==> src/rtl/vic_pkg.sv <==
package vic_pkg;
  localparam int unsigned DW = 8;
  localparam logic [DW-1:0] EOI_CMD = 8'h20;
  typedef enum logic {
    SEL_CMD  = 1'b0,
    SEL_MASK = 1'b1
  } reg_sel_e;
endpackage

==> src/rtl/vic_rst_sync.sv <==
module vic_rst_sync (
  input  logic clk_i,
  input  logic rst_ni,
  output logic rst_no
);
  logic [1:0] sync_q;

  always_ff @(posedge clk_i or negedge rst_ni) begin
    if (!rst_ni) sync_q <= 2'b00;
    else         sync_q <= {sync_q[0], 1'b1};
  end

  assign rst_no = sync_q[1];
endmodule

==> src/rtl/vic_pri_find.sv <==
module vic_pri_find #(
  parameter int unsigned N  = 8,
  localparam int unsigned IW = (N > 1) ? $clog2(N) : 1
) (
  input  logic [N-1:0]  vec_i,
  output logic          found_o,
  output logic [IW-1:0] idx_o
);
  always_comb begin
    found_o = 1'b0;
    idx_o   = '0;
    for (int i = N - 1; i >= 0; i--) begin
      if (vec_i[i]) begin
        found_o = 1'b1;
        idx_o   = IW'(i);
      end
    end
  end
endmodule

==> src/rtl/vic_req_latch.sv <==
module vic_req_latch #(
  parameter int unsigned N = 8
) (
  input  logic         clk_i,
  input  logic         rst_ni,
  input  logic [N-1:0] req_i,
  input  logic [N-1:0] clr_i,
  output logic [N-1:0] pend_o
);
  logic [N-1:0] req_q, pend_q, pend_d, rise;

  always_comb begin
    rise   = req_i & ~req_q;
    pend_d = (pend_q & ~clr_i) | rise;
  end

  always_ff @(posedge clk_i or negedge rst_ni) begin
    if (!rst_ni) begin
      req_q  <= '0;
      pend_q <= '0;
    end else begin
      req_q  <= req_i;
      pend_q <= pend_d;
    end
  end

  assign pend_o = pend_q;

  AST_RISE_LATCHES: assert property (@(posedge clk_i) disable iff (!rst_ni)
    (|rise) |=> ((pend_q & $past(rise)) == $past(rise)));
endmodule

==> src/rtl/vic_regs.sv <==
module vic_regs
  import vic_pkg::*;
#(
  parameter logic [DW-1:0] MASK_RST = '0
) (
  input  logic          clk_i,
  input  logic          rst_ni,
  input  logic          we_i,
  input  logic          sel_i,
  input  logic [DW-1:0] wdata_i,
  output logic [DW-1:0] rdata_o,
  output logic [DW-1:0] mask_o,
  output logic          eoi_o
);
  logic [DW-1:0] mask_q, mask_d;
  logic          mask_en;

  always_comb begin
    mask_en = we_i && (sel_i == SEL_MASK);
    mask_d  = mask_en ? wdata_i : mask_q;
    eoi_o   = we_i && (sel_i == SEL_CMD) && (wdata_i == EOI_CMD);
    rdata_o = (sel_i == SEL_MASK) ? mask_q : '0;
  end

  always_ff @(posedge clk_i or negedge rst_ni) begin
    if (!rst_ni) mask_q <= MASK_RST;
    else         mask_q <= mask_d;
  end

  assign mask_o = mask_q;

  AST_MASK_HOLDS: assert property (@(posedge clk_i) disable iff (!rst_ni)
    !(we_i && sel_i == SEL_MASK) |=> $stable(mask_q));
endmodule

==> src/rtl/prio_irq_ctrl.sv <==
module prio_irq_ctrl
  import vic_pkg::*;
#(
  parameter int unsigned   N_LINES  = 8,
  parameter logic [DW-1:0] VEC_BASE = 8'h08,
  parameter logic [DW-1:0] MASK_RST = 8'h00
) (
  input  logic          clk_i,
  input  logic          rst_ni,
  input  logic [7:0]    irq_req_i,
  input  logic          reg_we_i,
  input  logic          reg_sel_i,
  input  logic [7:0]    reg_wdata_i,
  output logic [7:0]    reg_rdata_o,
  output logic          int_o,
  input  logic          inta_i,
  output logic [7:0]    int_type_o
);
  localparam int unsigned IW = $clog2(N_LINES);

  logic               rst_n;
  logic [N_LINES-1:0] pend, mask_l, eligible, isr_q, isr_d, ack_clr, eoi_clr;
  logic [DW-1:0]      mask_full;
  logic               eoi, ack_take, p_found, s_found;
  logic [IW-1:0]      p_idx, s_idx;

  vic_rst_sync u_rst (.clk_i(clk_i), .rst_ni(rst_ni), .rst_no(rst_n));

  vic_regs #(.MASK_RST(MASK_RST)) u_regs (
    .clk_i(clk_i), .rst_ni(rst_n), .we_i(reg_we_i), .sel_i(reg_sel_i),
    .wdata_i(reg_wdata_i), .rdata_o(reg_rdata_o), .mask_o(mask_full),
    .eoi_o(eoi)
  );

  vic_req_latch #(.N(N_LINES)) u_latch (
    .clk_i(clk_i), .rst_ni(rst_n), .req_i(irq_req_i[N_LINES-1:0]),
    .clr_i(ack_clr), .pend_o(pend)
  );

  vic_pri_find #(.N(N_LINES)) u_pend_pri (
    .vec_i(eligible), .found_o(p_found), .idx_o(p_idx)
  );

  vic_pri_find #(.N(N_LINES)) u_isr_pri (
    .vec_i(isr_q), .found_o(s_found), .idx_o(s_idx)
  );

  always_comb begin
    mask_l     = mask_full[N_LINES-1:0];
    eligible   = pend & ~mask_l;
    int_o      = p_found && (!s_found || (p_idx < s_idx));
    ack_take   = inta_i && int_o;
    ack_clr    = ack_take ? (N_LINES'(1) << p_idx) : '0;
    eoi_clr    = (eoi && s_found) ? (N_LINES'(1) << s_idx) : '0;
    isr_d      = (isr_q & ~eoi_clr) | ack_clr;
    int_type_o = VEC_BASE + DW'(p_idx);
  end

  always_ff @(posedge clk_i or negedge rst_n) begin
    if (!rst_n) isr_q <= '0;
    else        isr_q <= isr_d;
  end

  AST_ACK_ENTERS_SERVICE: assert property (@(posedge clk_i) disable iff (!rst_n)
    ack_take |=> isr_q[$past(p_idx)]);
  AST_TOP_LEVEL_BLOCKS: assert property (@(posedge clk_i) disable iff (!rst_n)
    isr_q[0] |-> !int_o);
  AST_EOI_ONE_LEVEL: assert property (@(posedge clk_i) disable iff (!rst_n)
    (eoi && !ack_take && (|isr_q)) |=>
      ($countones(isr_q) == $countones($past(isr_q)) - 1));
  AST_IDLE_KEEPS_ISR: assert property (@(posedge clk_i) disable iff (!rst_n)
    (!ack_take && !eoi) |=> $stable(isr_q));
  AST_TYPE_IN_RANGE: assert property (@(posedge clk_i) disable iff (!rst_n)
    int_o |-> ((int_type_o - VEC_BASE) < DW'(N_LINES)));
endmodule

==> config.mk <==
export PLATFORM = sky130hd
export DESIGN_NAME = prio_irq_ctrl
export DESIGN_NICKNAME = d
export VERILOG_FILES = /design/src/rtl/vic_pkg.sv /design/src/rtl/vic_rst_sync.sv /design/src/rtl/vic_pri_find.sv /design/src/rtl/vic_req_latch.sv /design/src/rtl/vic_regs.sv /design/src/rtl/prio_irq_ctrl.sv
export SDC_FILE = /design/constraint.sdc
export NUM_CORES = 1
export LEC_CHECK = 0
export BUFFER_PORTS_ARGS = -buffer_cell sky130_fd_sc_hd__buf_4
export CORE_MARGIN = 4
export CORE_UTILIZATION = 46
export CTS_CLUSTER_SIZE = 10
export DETAILED_ROUTE_END_ITERATION = 7
export PLACE_DENSITY = 0.78
export SLEW_MARGIN = 20
export SYNTH_ARGS = -nofsm -noshare
export SYNTH_HDL_FRONTEND = slang
export SYNTH_HIERARCHICAL = 1
export SYNTH_SLANG_ARGS = --single-unit
==> constraint.sdc <==
create_clock -name clk_i -period 6.2 [get_ports clk_i]
set_input_delay 1.86 -clock clk_i [delete_from_list [all_inputs] [get_ports clk_i]]
set_output_delay 1.86 -clock clk_i [all_outputs]
set_load 0.05 [all_outputs]
==> impl_metrics.tcl <==
set metrics [dict create \
    top_level_ports 38 \
    rsz0062_at_grt "false" \
    final_common_cell "dfrtp_1" \
    hold_class "reg -> async" \
    die_w_um 69.7 \
    start_kind "flop" \
    clockBufferDepth 2 \
    initial_utilization_pct 47.9 \
    crit_path_max_incr_delay_ns 0.74 \
    num_vias 1299 \
    tritoncts "built" \
    clkSlewWorstSetupHoldPaths_ns 0.06 \
    cts_resized 0 \
    syn2layout_area_growth_pct 22.1 \
    htree_levels 2 \
    ys_warn_count 6 \
    grt_max_degree 33 \
    syn_area_per_cell_um2 10.6 \
    overflow 0 \
    hpwl_um 2690 \
    synth.yosys.seq_area_share_pct 48.5 \
    tns_ns 0 \
    routed_wl_um 3460 \
    crit_slowest_cell "nor2b_1" \
    timing.fmax_mhz 215 \
    numCtsBuffers 5 \
    finalClockSkew_ns 0.00289 \
    fin_crit_sh_pct 74.9 \
    crit_family "simple AND/OR/NAND/NOR gates" \
    powerDensity_mw_per_mm2 383 \
    crit_arrival_ns 2.79 \
    drive_above_1_share_pct 33.0 \
    final_cell_mix "34 x dfrtp_1, 33 x buf_4, 20 x inv_1, 13 x o21ai_0, 12 x nor2b_1" \
    irDropWorstVdd_v 0.000177 \
    critPathMostFrequentCell "nor2b_1" \
    cts_setup_buffers 0 \
    final_util_pct 58.4 \
    period_minus_slack_ns 4.65 \
    cts.sinks 34 \
    antenna_found_initial 0 \
    drc 0 \
    postRouteAntennaNets 0 \
    status "complete, no violations" \
    cts_hold_buf 0 \
    critical_path_required_ns 4.34 \
    diodes 0 \
    crit_fanout 12 \
    netlist_area_mm2 0.00175 \
    grt_pass1_wl_um 5740 \
    drv_slew 0 \
    yosys.area.top_type "dfrtp_1" \
    cp_num_buf_inv 1 \
    worstSetupPathType "reg -> out" \
    drtPass1Iterations 5 \
    nNetsFinal 226 \
    num_rows 22 \
    synthTopCellsByArea "dfrtp_1 49%, o22ai_2 5.7%, mux2_2 5.1%" \
    clk_latency_ns 0.28 \
    path_cells "nor2b_1, nor4_2, nor2b_1, ha_1, a21o_1, a21boi_0, buf_4" \
    globalplace.congestion 0.884 \
    yosys.cell_types.count 34 \
    track_usage_pct 15.1 \
    relSlewSlack_pct 38.5 \
    p_leak_nw 0.974 \
    grt_pass1_vias 1270 \
    r2r_start "u_latch/pend_o[3]$_DFF_PN0_" \
    setup_viol 0 \
    port_buffers 32 \
    max_slew.worst_pin.slew_ns 0.911 \
    die_area_mm2 0.00486 \
    core_region_area_mm2 0.00366 \
    synth-seq-cells 34 \
    post-synth-top-area-fraction_pct 48.5 \
    endpoint_kind "output port" \
    crit_path_start "u_latch/pend_o[3]$_DFF_PN0_" \
    drv_cap 0 \
    routed_via_density 5.18 \
    drt_iter0_drc 32 \
    wl_per_cell_um 13.8 \
    die_h_um 69.7 \
    clockRootBuffer "clkbuf_8" \
    netlist_instances 166 \
    hold_viol 0 \
]
cell usage after synthesis:
library cell and count:
a21oi_1 2, o21ai_0 13, a21o_1 1, or2b_2 1, or4b_1 2, nor4_2 3, o41ai_1 2, nand4b_1 1
nor3_1 4, dfrtp_1 34, a21boi_0 1, nand3_1 3, conb_1 3, o31ai_2 3, o21bai_2 1, o31ai_1 3
inv_1 20, o21bai_1 2, nor2_1 8, ha_1 2, a211oi_2 1, mux2_2 8, nor2b_1 12, o21ai_2 1
nor4_1 2, nand2b_1 1, o22ai_2 8, nand4_1 1, and2_1 8, a21o_2 1, nand2_1 5, a211oi_1 2
buf_4 6, nand3b_1 1
metrics by stage:
step / total power [mW] / instances / hold slack (ns) / worst slack, ns / area (µm²)
6_report: 0.819 / 251 / 0.252 / 1.55 / 2140
5_1_grt: 0.870 / 251 / 0.312 / 1.35 / 2140
4_1_cts: 0.828 / 251 / 0.270 / 1.55 / 2140
3_5_place_dp: 0.624 / 244 / 0.265 / 1.86 / 2030
3_3_place_gp: 0.617 / 244 / 0.263 / 1.94 / 2030
2_1_floorplan: 0.542 / 169 / 0.331 / 0.332 / 1760
final timing paths:
path / endpoint / slack, ns / depth (start not counted)
setup reg to reg: u_latch/pend_o[3]$_DFF_PN0_ / 3.15 / 8
hold reg to reg: u_latch/req_q[0]$_DFF_PN0_ / 0.25 / 1
min in group clk_i: u_rst/sync_q[1]$_DFF_PN0_ / 0.35 / 0
hold / removal: u_latch/req_q[0]$_DFF_PN0_ / 0.25 / 1
max in group asynchronous: u_rst/sync_q[1]$_DFF_PN0_ / 4.76 / 1
setup / recovery: int_o / 1.55 / 7
report_power, final:
group          internal (mW)  switching, mW
clock                  0.128         0.0719
combinational          0.118          0.198
sequential             0.265         0.0375
total                  0.512          0.307
cell type report:
cell class | instances | area, µm²
clock inverters | 1 | 30.0
fillers | 311 | 1520
clock buffers | 6 | 82.6
multi-input cells | 109 | 793
repair buffers | 33 | 248
well taps | 48 | 60.1
inverters | 20 | 75.1
flip-flops and latches | 34 | 851
sequential cells by signal (all words and copies together) (netlist names):
name	flops
isr_q	8
u_latch/pend_o	8
u_latch/req_q	8
u_regs/mask_o	8
u_rst/sync_q	2
per-layer routing:
layer / global-route usage, % / part of all wire [%] / vias to the layer above
met2: 23.2 / 48 / 32
met1: 19.2 / 44 / 614
met4: 7.23 / 2.7 / 0
met3: 4.78 / 5.0 / 12
met5: 0 / 0 / -
li1: - / - / 641
worst reg2reg max path, cell delays in order, from the launching register on:
cell and delay [ns]:
dfrtp_1 0.37, nor2b_1 0.16, nor4_2 0.31, nor2b_1 0.74
ha_1 0.38, o21ai_0 0.34, o21ai_2 0.21, nor3_1 0.32
o22ai_2 0.10
kinds of logic after synthesis:
| kind of cell | after synthesis | share of synthesized area [%] |
|---|---|---|
| compound gates | 41 | 19.3 |
| simple gates | 52 | 18.1 |
| flops | 34 | 48.5 |
| other cells | 3 | 0.642 |
| mux | 8 | 5.14 |
| fa+ha+maj | 2 | 1.43 |
| buf+inv | 26 | 6.85 |
(Power assumes the default switching activity.)
